[src/rtl/atr_pkg.sv]
package atr_pkg;
  localparam int unsigned HDR_BITS = 32;
  localparam int unsigned CNT_W    = $clog2(HDR_BITS + 1);

  typedef enum logic [2:0] {
    ST_IDLE, ST_RST, ST_SETUP, ST_HI, ST_LO, ST_FIN
  } atr_state_e;
endpackage

[src/rtl/atr_tick_timer.sv]
module atr_tick_timer #(
  parameter int unsigned TICK_W = 16
) (
  input  logic              clk_i,
  input  logic              rst_ni,
  input  logic              load_i,
  input  logic [TICK_W-1:0] len_i,
  output logic              expired_o
);
  logic [TICK_W-1:0] cnt_q;

  // load N: expires after N cycles in the new state
  always_ff @(posedge clk_i or negedge rst_ni) begin
    if (!rst_ni)               cnt_q <= '0;
    else if (load_i)           cnt_q <= len_i - 1'b1;
    else if (cnt_q != '0)      cnt_q <= cnt_q - 1'b1;
  end

  assign expired_o = (cnt_q == '0);

  p_load_nonzero_r3: assert property (@(posedge clk_i) disable iff (!rst_ni)
    load_i |-> (len_i != '0));
endmodule

[src/rtl/atr_shift_capture.sv]
module atr_shift_capture
  import atr_pkg::*;
#(
  parameter int unsigned NBITS = HDR_BITS,
  localparam int unsigned CW   = $clog2(NBITS + 1)
) (
  input  logic             clk_i,
  input  logic             rst_ni,
  input  logic             clr_i,
  input  logic             shift_i,
  input  logic             bit_i,
  output logic [NBITS-1:0] word_o,
  output logic [CW-1:0]    count_o,
  output logic             full_o
);
  logic [NBITS-1:0] word_q;
  logic [CW-1:0]    cnt_q;

  assign full_o = (cnt_q == CW'(NBITS));

  // LSB-first: newest bit enters at the top, first bit ends at bit 0
  always_ff @(posedge clk_i or negedge rst_ni) begin
    if (!rst_ni) begin
      word_q <= '0;
      cnt_q  <= '0;
    end else if (clr_i) begin
      cnt_q  <= '0;
    end else if (shift_i && !full_o) begin
      word_q <= {bit_i, word_q[NBITS-1:1]};
      cnt_q  <= cnt_q + 1'b1;
    end
  end

  assign word_o  = word_q;
  assign count_o = cnt_q;

  p_no_overshift_r1: assert property (@(posedge clk_i) disable iff (!rst_ni)
    shift_i |-> !full_o);
endmodule

[src/rtl/sync_atr_reader.sv]
module sync_atr_reader
  import atr_pkg::*;
#(
  parameter int unsigned TICK_W         = 16,
  parameter int unsigned RST_TICKS      = 200,
  parameter int unsigned SETUP_TICKS    = 100,
  parameter int unsigned HIGH_TICKS     = 200,
  parameter int unsigned HIGH_MAX_TICKS = 500,
  parameter int unsigned LOW_TICKS      = 200,
  parameter logic [7:0]  SUPPORTED_H1   = 8'hA2
) (
  input  logic                clk_i,
  input  logic                rst_ni,
  input  logic                start_i,
  input  logic                card_io_i,
  output logic                card_rst_o,
  output logic                card_clk_o,
  output logic                busy_o,
  output logic                done_o,
  output logic                compat_o,
  output logic                deact_o,
  output logic [HDR_BITS-1:0] header_o,
  output logic [7:0]          h1_o,
  output logic [7:0]          h2_o
);
  localparam int unsigned HIGH_EFF =
    (HIGH_TICKS > HIGH_MAX_TICKS) ? HIGH_MAX_TICKS : HIGH_TICKS;

  atr_state_e        state_q, state_d;
  logic              t_load, t_exp;
  logic [TICK_W-1:0] t_len;
  logic              cap_clr, cap_shift, cap_full;
  logic [CNT_W-1:0]  cap_cnt;
  logic              compat_q, h1_hit, fin;

  atr_tick_timer #(.TICK_W(TICK_W)) u_timer (
    .clk_i, .rst_ni, .load_i(t_load), .len_i(t_len), .expired_o(t_exp));

  atr_shift_capture #(.NBITS(HDR_BITS)) u_cap (
    .clk_i, .rst_ni, .clr_i(cap_clr), .shift_i(cap_shift), .bit_i(card_io_i),
    .word_o(header_o), .count_o(cap_cnt), .full_o(cap_full));

  always_comb begin
    state_d   = state_q;
    t_load    = 1'b0;
    t_len     = '0;
    cap_clr   = 1'b0;
    cap_shift = 1'b0;
    unique case (state_q)
      ST_IDLE: if (start_i) begin
        state_d = ST_RST; t_load = 1'b1; t_len = TICK_W'(RST_TICKS); cap_clr = 1'b1;
      end
      ST_RST: if (t_exp) begin
        state_d = ST_SETUP; t_load = 1'b1; t_len = TICK_W'(SETUP_TICKS);
      end
      ST_SETUP, ST_LO: if (t_exp) begin
        // sample the data line on the edge that raises the card clock
        state_d = ST_HI; t_load = 1'b1; t_len = TICK_W'(HIGH_EFF); cap_shift = 1'b1;
      end
      ST_HI: if (t_exp) begin
        if (cap_full) state_d = ST_FIN;
        else begin
          state_d = ST_LO; t_load = 1'b1; t_len = TICK_W'(LOW_TICKS);
        end
      end
      ST_FIN:  state_d = ST_IDLE;
      default: state_d = ST_IDLE;
    endcase
  end

  always_ff @(posedge clk_i or negedge rst_ni) begin
    if (!rst_ni) state_q <= ST_IDLE;
    else         state_q <= state_d;
  end

  assign fin    = (state_q == ST_FIN);
  assign h1_hit = (header_o[7:0] == SUPPORTED_H1);

  always_ff @(posedge clk_i or negedge rst_ni) begin
    if (!rst_ni)                          compat_q <= 1'b0;
    else if (state_q == ST_IDLE && start_i) compat_q <= 1'b0;
    else if (fin)                         compat_q <= h1_hit;
  end

  assign card_rst_o = (state_q == ST_RST);
  assign card_clk_o = (state_q == ST_HI);
  assign busy_o     = (state_q != ST_IDLE) && !fin;
  assign done_o     = fin;
  assign compat_o   = fin ? h1_hit : compat_q;
  assign deact_o    = fin && !h1_hit;
  assign h1_o       = header_o[7:0];
  assign h2_o       = header_o[15:8];

  // high-phase length monitor
  logic [TICK_W:0] hi_run_q;
  always_ff @(posedge clk_i or negedge rst_ni) begin
    if (!rst_ni)         hi_run_q <= '0;
    else if (card_clk_o) hi_run_q <= hi_run_q + 1'b1;
    else                 hi_run_q <= '0;
  end

  p_high_bound_r4: assert property (@(posedge clk_i) disable iff (!rst_ni)
    card_clk_o |-> (hi_run_q < (TICK_W+1)'(HIGH_MAX_TICKS)));
  p_clk_quiet_in_reset_r3: assert property (@(posedge clk_i) disable iff (!rst_ni)
    card_rst_o |-> !card_clk_o);
  p_full_at_done_r1: assert property (@(posedge clk_i) disable iff (!rst_ni)
    done_o |-> (cap_cnt == CNT_W'(HDR_BITS)));
  p_done_pulse_r6: assert property (@(posedge clk_i) disable iff (!rst_ni)
    done_o |=> !done_o);
  p_deact_only_at_done_r6: assert property (@(posedge clk_i) disable iff (!rst_ni)
    deact_o |-> (done_o && !compat_o));
  p_no_restart_r7: assert property (@(posedge clk_i) disable iff (!rst_ni)
    $rose(card_rst_o) |-> $past(!busy_o));
endmodule

[config.mk]
export PLATFORM = sky130hd
export DESIGN_NAME = sync_atr_reader
export DESIGN_NICKNAME = d
export VERILOG_FILES = /design/src/rtl/atr_pkg.sv /design/src/rtl/atr_tick_timer.sv /design/src/rtl/atr_shift_capture.sv /design/src/rtl/sync_atr_reader.sv
export SDC_FILE = /design/constraint.sdc
export NUM_CORES = 1
export LEC_CHECK = 0
export CORE_UTILIZATION = 40
export CTS_CLUSTER_DIAMETER = 40
export DETAILED_ROUTE_END_ITERATION = 10
export HOLD_SLACK_MARGIN = 0.08
export SLEW_MARGIN = 30
export SYNTH_ARGS = -nofsm -noshare
export SYNTH_HDL_FRONTEND = slang
export SYNTH_SLANG_ARGS = --single-unit
export TNS_END_PERCENT = 50
[constraint.sdc]
create_clock -name clk_i -period 4.9 [get_ports clk_i]
set_input_delay 1.225 -clock clk_i [delete_from_list [all_inputs] [get_ports clk_i]]
set_output_delay 1.225 -clock clk_i [all_outputs]
set_load 0.1 [all_outputs]
==> flow_summary.yaml, run 1 <==
status:
  status: "finished, final reports clean"
clocking:
  cts_hold_buf: 0
  htreeDepth: 3
  clkLatencyLatePin_ns: 0.33
  cts_tree: "yes"
  cts-root-buf: "clkbuf_8"
  post_cts_buffers: 0
  cts_resized: 0
  cts_buffers: 9
  clk_pin_slew_worst_paths_ns: 0.07
  cts_buffer_depth: 2
  clock-sinks: 58
critical_path:
  crit_slowest_cell: "clkdlybuf4s50_1"
  path_buf_inv: 1
  critical_path_class: "register to output pin"
  required_ns: 3.67
  cp_cell_sequence: "nor4bb_1, and4b_1, mux2_2, clkdlybuf4s50_1"
  cp-end-kind: "output pin"
  critPathTopFamily: "buffers and inverters"
  arrival_ns: 2.60
  critPathMaxStageDelay_ns: 1.12
  crit_fanout: 5
  cp-start-kind: "register"
synth:
  synth-edff-count: 0
  synth_top_family_by_area: "simple AND/OR/NAND/NOR gates"
  ys_seq_elements: 58
  yosysWarnings: 0
  yosysSeqAreaShare_pct: 49.0
  synthXorXnorAreaFrac_pct: 3.25
  yosys.area_share.simple_pct: 28.2
  synth-main-ff-cell: "dfrtp_1"
  synth-async-reset-ratio_pct: 100
  synth.largest_area_cell: "dfrtp_1"
  synth_area_um2: 2960
  synth_commonest_cells: "nand2_1, dfrtp_1, nor2_1, buf_4, inv_1"
  synth_most_common_cell: "nand2_1"
  synth_mux_area_share_pct: 1.06
  synth_compound_area_share_pct: 7.14
  synth_area_leaders: "dfrtp_1, nand2_1, buf_4"
  syn_nets: 346
  yosysUniqueCellTypes: 43
  avgSynthCellArea_um2: 8.82
  synth_top_area_share_pct: 49.0
  synthAdderAreaFrac_pct: 2.53
  synthCells: 336
global_routing:
  gr-total-overflow: 0
  grt_use_total_pct: 17.7
  antenna_found_initial: 0
  grt_max_degree: 39
  grt_first_pass_wirelength_um: 10400
  grt_pass1_vias: 2125
route:
  routed_via_density: 4.81
  antenna_left: 0
  drt-initial-drc-count: 96
  vias: 2318
  wirelength_um: 6230
  firstDrtPassIters: 4
  drc: 0
  wl_per_cell_um: 12.9
die:
  dieArea_um2: 7760
  pin_count: 58
  design.core.area_um2: 7210
  die_h_um: 88.1
  start_util_pct: 41.1
  die_w_um: 88.1
  placementRows: 31
sta:
  relSlewSlack_pct: 33.3
  rsz0062_at_grt: "no"
  finalSetupTns_ns: 0
  fmax_mhz: 261
  setup_violations: 0
  holdWs_ns: 0.494
  min_period_ns: 3.83
  finalMaxSlewViolations: 0
  hold_violations: 0
  worst_pin_slew_ns: 0.997
  fin_crit_sh_pct: 78.2
  finalClockSkew_ns: 0.0109
pwr:
  ir_drop_v: 0.000179
  powerDensity_nw_per_um2: 371
  p_leak_nw: 1.71
final_layout:
  antenna-diode-count: 0
  regArea_um2: 1450
  finalNonFillerCells: 482
  multi_input_area_um2: 1250
  nets: 389
  drive_gt1_share_pct: 6.01
  fillers: 714
  final_util_pct: 50.8
  syn2layout_area_growth_pct: 23.7
job:
  maxCapViolations: 0
min_path:
  hp-class: "register to register"
placement:
  place_hpwl_um: 4260
  portBuffers: 57
  dp.cells: 467
  gp_congestion: 0.795
routing by layer:
metal  GRT usage [%]  wire length, um
met5               0                0
met4            8.06               73
met3            3.11              160
met2            26.6             2900
met1            24.8             3100
sequential cells by signal (all words and copies together), names as in the netlist:
register and count:
u_cap.count_o 6, compat_q 1, u_timer.cnt_q 16, u_cap.word_o 32
state_q 3
worst min-delay path, cell delays in order, from the launching register on:
cell     delay, ns
dfrtp_1       0.36
nand2_1       0.05
nand2_1       0.05
kinds of logic (layout without fill, tap and decap cells):
logic type	after synthesis	in the layout
compound gates	33	33
xor+xnor	11	11
fa+ha+maj	6	6
buf+inv	39	86
flops	58	58
mux	3	3
simple gates	186	186
power breakdown:
part | total [W] | internal [W] | switching [W] | leakage (nW)
Sequential | 0.000636 | 0.000548 | 0.0000874 | 0.766
Combinational | 0.000259 | 0.000105 | 0.000154 | 0.839
Clock | 0.000467 | 0.000281 | 0.000187 | 0.105
area by class of cell:
| class | instances | area share [%] |
|---|---|---|
| Multi-Input combinational cell | 239 | 34.2 |
| Clock inverter | 6 | 2.25 |
| Sequential cell | 58 | 39.6 |
| Timing Repair Buffer | 60 | 16.0 |
| Inverter | 11 | 1.13 |
| Tap cell | 99 | 3.38 |
| Clock buffer | 9 | 3.38 |
path summary, 6_finish.rpt:
path                                        from                end  slack, ns  cells after the start
worst min register to register  u_cap.word_o[31]   u_cap.word_o[30]       0.49                      2
worst max register to register  u_timer.cnt_q[0]   u_cap.word_o[14]       1.97                      8
max in group asynchronous                 rst_ni   u_timer.cnt_q[4]       3.17                      2
min in group asynchronous                 rst_ni  u_timer.cnt_q[12]       0.85                      1
worst min-delay path            u_cap.word_o[31]   u_cap.word_o[30]       0.49                      2
worst max-delay path             u_cap.word_o[4]           compat_o       1.07                      4
per-stage QoR:
| stage | power [W] | instance area (um^2) | worst slack [ns] |
|---|---|---|---|
| global placement | 0.000895 | 3460 | 1.39 |
| floorplan | 0.000829 | 2960 | 1.02 |
| finish | 0.00136 | 3670 | 1.07 |
| CTS | 0.00138 | 3670 | 1.00 |
| global route | 0.00145 | 3670 | 0.921 |
| detailed placement | 0.000904 | 3460 | 1.37 |
cells in the final DEF, fill, tap and decap left out, types with 2 or more instances in the layout:
cell / synthesis / routed
clkbuf_8: 0 / 9
a21oi_1: 6 / 6
or4_1: 2 / 2
and2_1: 4 / 4
bufinv_16: 0 / 2
o2bb2ai_1: 2 / 2
buf_4: 20 / 3
o21a_1: 2 / 2
nor2b_1: 4 / 4
clkinv_2: 0 / 3
nor2_1: 24 / 24
xnor2_1: 7 / 7
a21o_1: 3 / 3
nor3_1: 10 / 10
xor2_1: 4 / 4
o31ai_1: 3 / 3
o21ai_0: 9 / 9
clkdlybuf4s50_1: 0 / 56
dfrtp_1: 58 / 58
or3_1: 4 / 4
nand2b_1: 2 / 2
nand2_1: 114 / 114
nor4_1: 5 / 5
nand4_1: 2 / 2
o22ai_1: 3 / 3
mux2i_1: 2 / 2
ha_1: 6 / 6
inv_1: 11 / 11
nand3_1: 6 / 6
(Power assumes the default switching activity.)
==> inputs of run 2 (changes only) <==
--- a/config.mk
+++ b/config.mk
@@ -9,6 +9,7 @@
 export CTS_CLUSTER_DIAMETER = 40
 export DETAILED_ROUTE_END_ITERATION = 10
 export HOLD_SLACK_MARGIN = 0.08
+export PLACE_DENSITY = 0.67
 export SLEW_MARGIN = 30
 export SYNTH_ARGS = -nofsm -noshare
 export SYNTH_HDL_FRONTEND = slang
==> constraint.sdc (replaced) <==
create_clock -name clk_i -period 3.45 [get_ports clk_i]
set_input_delay 0.8625 -clock clk_i [delete_from_list [all_inputs] [get_ports clk_i]]
set_output_delay 0.8625 -clock clk_i [all_outputs]
set_load 0.1 [all_outputs]
==> flow_summary.yaml, run 2 (same netlist as run 1, synthesis figures left out) <==
status:
  status: "finished, final reports clean"
global_routing:
  gr-total-overflow: 0
  grt_max_degree: 39
  grt_first_pass_wirelength_um: 10200
  grt_use_total_pct: 17.3
  antenna_found_initial: 0
  grt_pass1_vias: 2100
die:
  design.core.area_um2: 7210
  placementRows: 31
  die_w_um: 88.1
  pin_count: 58
  start_util_pct: 41.1
  die_h_um: 88.1
  dieArea_um2: 7760
clocking:
  cts_resized: 0
  cts_hold_buf: 0
  post_cts_buffers: 0
  clk_pin_slew_worst_paths_ns: 0.07
  cts_tree: "yes"
  clkLatencyLatePin_ns: 0.34
  clock-sinks: 58
  cts_buffer_depth: 2
  cts-root-buf: "clkbuf_8"
  cts_buffers: 9
  htreeDepth: 3
critical_path:
  required_ns: 3.67
  cp-start-kind: "register"
  r2r_cells: 8
  arrival_ns: 3.14
  cp-end-kind: "register"
  critical_path_class: "register to register"
  crit_fanout: 19
  r2r-start: "u_timer.cnt_q[0]"
  r2r_end: "u_cap.word_o[12]"
  r2r_setup_slack_ns: 0.53
route:
  vias: 2370
  wl_per_cell_um: 12.8
  antenna_left: 0
  wirelength_um: 6180
  firstDrtPassIters: 4
  drc: 0
  routed_via_density: 4.90
  drt-initial-drc-count: 111
final_layout:
  final_util_pct: 49.2
  layout_commonest_cell: "nand2_1"
  syn2layout_area_growth_pct: 19.8
  finalNonFillerCells: 484
  largest_register_ffs: 32
  antenna-diode-count: 0
  nets: 391
  fillers: 743
  mostFrequentLayoutCells: "nand2_1, dfrtp_1, buf_4"
  drive_gt1_share_pct: 20.8
min_path:
  hp-class: "input pin to asynchronous set/reset pin"
pwr:
  switching_share_pct: 32.9
  seqPwrFrac_pct: 47.8
  ir_drop_v: 0.000213
  p_switching_w: 0.000627
  p_leak_nw: 1.82
  pwr-share-comb_pct: 19.8
  internal_power_w: 0.00128
  clkPwrFrac_pct: 32.4
  powerDensity_nw_per_um2: 537
sta:
  hold_violations: 0
  finalClockSkew_ns: 0.0155
  min_period_ns: 2.92
  setup_violations: 0
  fmax_mhz: 342
  relSlewSlack_pct: 54.9
  rsz0062_at_grt: "no"
  fin_crit_sh_pct: 84.7
  finalSetupTns_ns: 0
  worst_pin_slew_ns: 0.672
  finalMaxSlewViolations: 0
job:
  maxCapViolations: 0
placement:
  place_hpwl_um: 4300
  gp_congestion: 0.798
  portBuffers: 57
  dp.cells: 469
run 2: changes by cell type in the layout (fill, tap and decap cells not counted):
cell | before | now
buf_12 | 0 | 1
clkinvlp_4 | 1 | 2
clkbuf_8 | 9 | 10
clkdlybuf4s50_1 | 56 | 2
nor3_1 | 10 | 9
buf_4 | 3 | 58
bufinv_16 | 2 | 1
clkinv_2 | 3 | 2
nor3_2 | 0 | 1
run 2: final cells by class:
cell class	instances	area, um^2	share of cell area, %
Sequential cell	58	1450	40.9
Clock buffer	10	138	3.88
Clock inverter	5	55.1	1.55
Timing Repair Buffer	62	480	13.5
Tap cell	99	124	3.49
Multi-Input combinational cell	239	1260	35.5
Inverter	11	41.3	1.16
run 2: worst max-delay path by stage:
stage | startpoint | end | slack (ns) | cells after the start
after global placement | u_timer.cnt_q[0] | u_cap.word_o[13] | 0.62 | 8
final | u_timer.cnt_q[0] | u_cap.word_o[12] | 0.53 | 8
after detailed placement | u_timer.cnt_q[0] | u_cap.word_o[12] | 0.54 | 8
after global routing | u_timer.cnt_q[0] | u_cap.word_o[12] | 0.38 | 8
after CTS | u_timer.cnt_q[0] | u_cap.word_o[12] | 0.53 | 8
after floorplan | u_cap.word_o[4] | deact_o | 0.03 | 3
run 2: layer usage:
metal	routed length [um]	up-vias	part of all wire (%)	track usage (%)
li1	-	1181	-	-
met1	3010	1146	49	24.3
met2	2900	37	47	25.9
met3	186	6	3.0	3.11
met4	82	0	1.3	7.92
met5	0	-	0	0
run 2: through the flow:
stage / hold WS (ns) / cell area [um^2] / setup slack, ns / power, W
6_report: 0.482 / 3550 / 0.529 / 0.00191
2_1_floorplan: 0.498 / 2970 / 0.0335 / 0.00118
5_1_grt: 0.514 / 3550 / 0.384 / 0.00202
4_1_cts: 0.490 / 3550 / 0.525 / 0.00193
3_5_place_dp: 0.483 / 3360 / 0.541 / 0.00130
3_3_place_gp: 0.480 / 3360 / 0.624 / 0.00128
run 2: power by group through the flow:
stage | clock, W | combinational [W] | sequential [W]
2_1_floorplan | 0 | 0.000301 | 0.000877
3_3_place_gp | 0 | 0.000368 | 0.000910
3_5_place_dp | 0 | 0.000382 | 0.000917
4_1_cts | 0.000638 | 0.000382 | 0.000907
5_1_grt | 0.000666 | 0.000430 | 0.000925
6_report | 0.000617 | 0.000378 | 0.000910
run 2: worst max-delay path, cell delays in order, from the launching register on:
cell     delay [ns]
dfrtp_1        0.41
inv_1          0.11
ha_1           0.17
or4b_1         0.45
or4_1          0.49
or4_1          0.70
buf_4          0.33
nand2_1        0.08
nand2_1        0.05
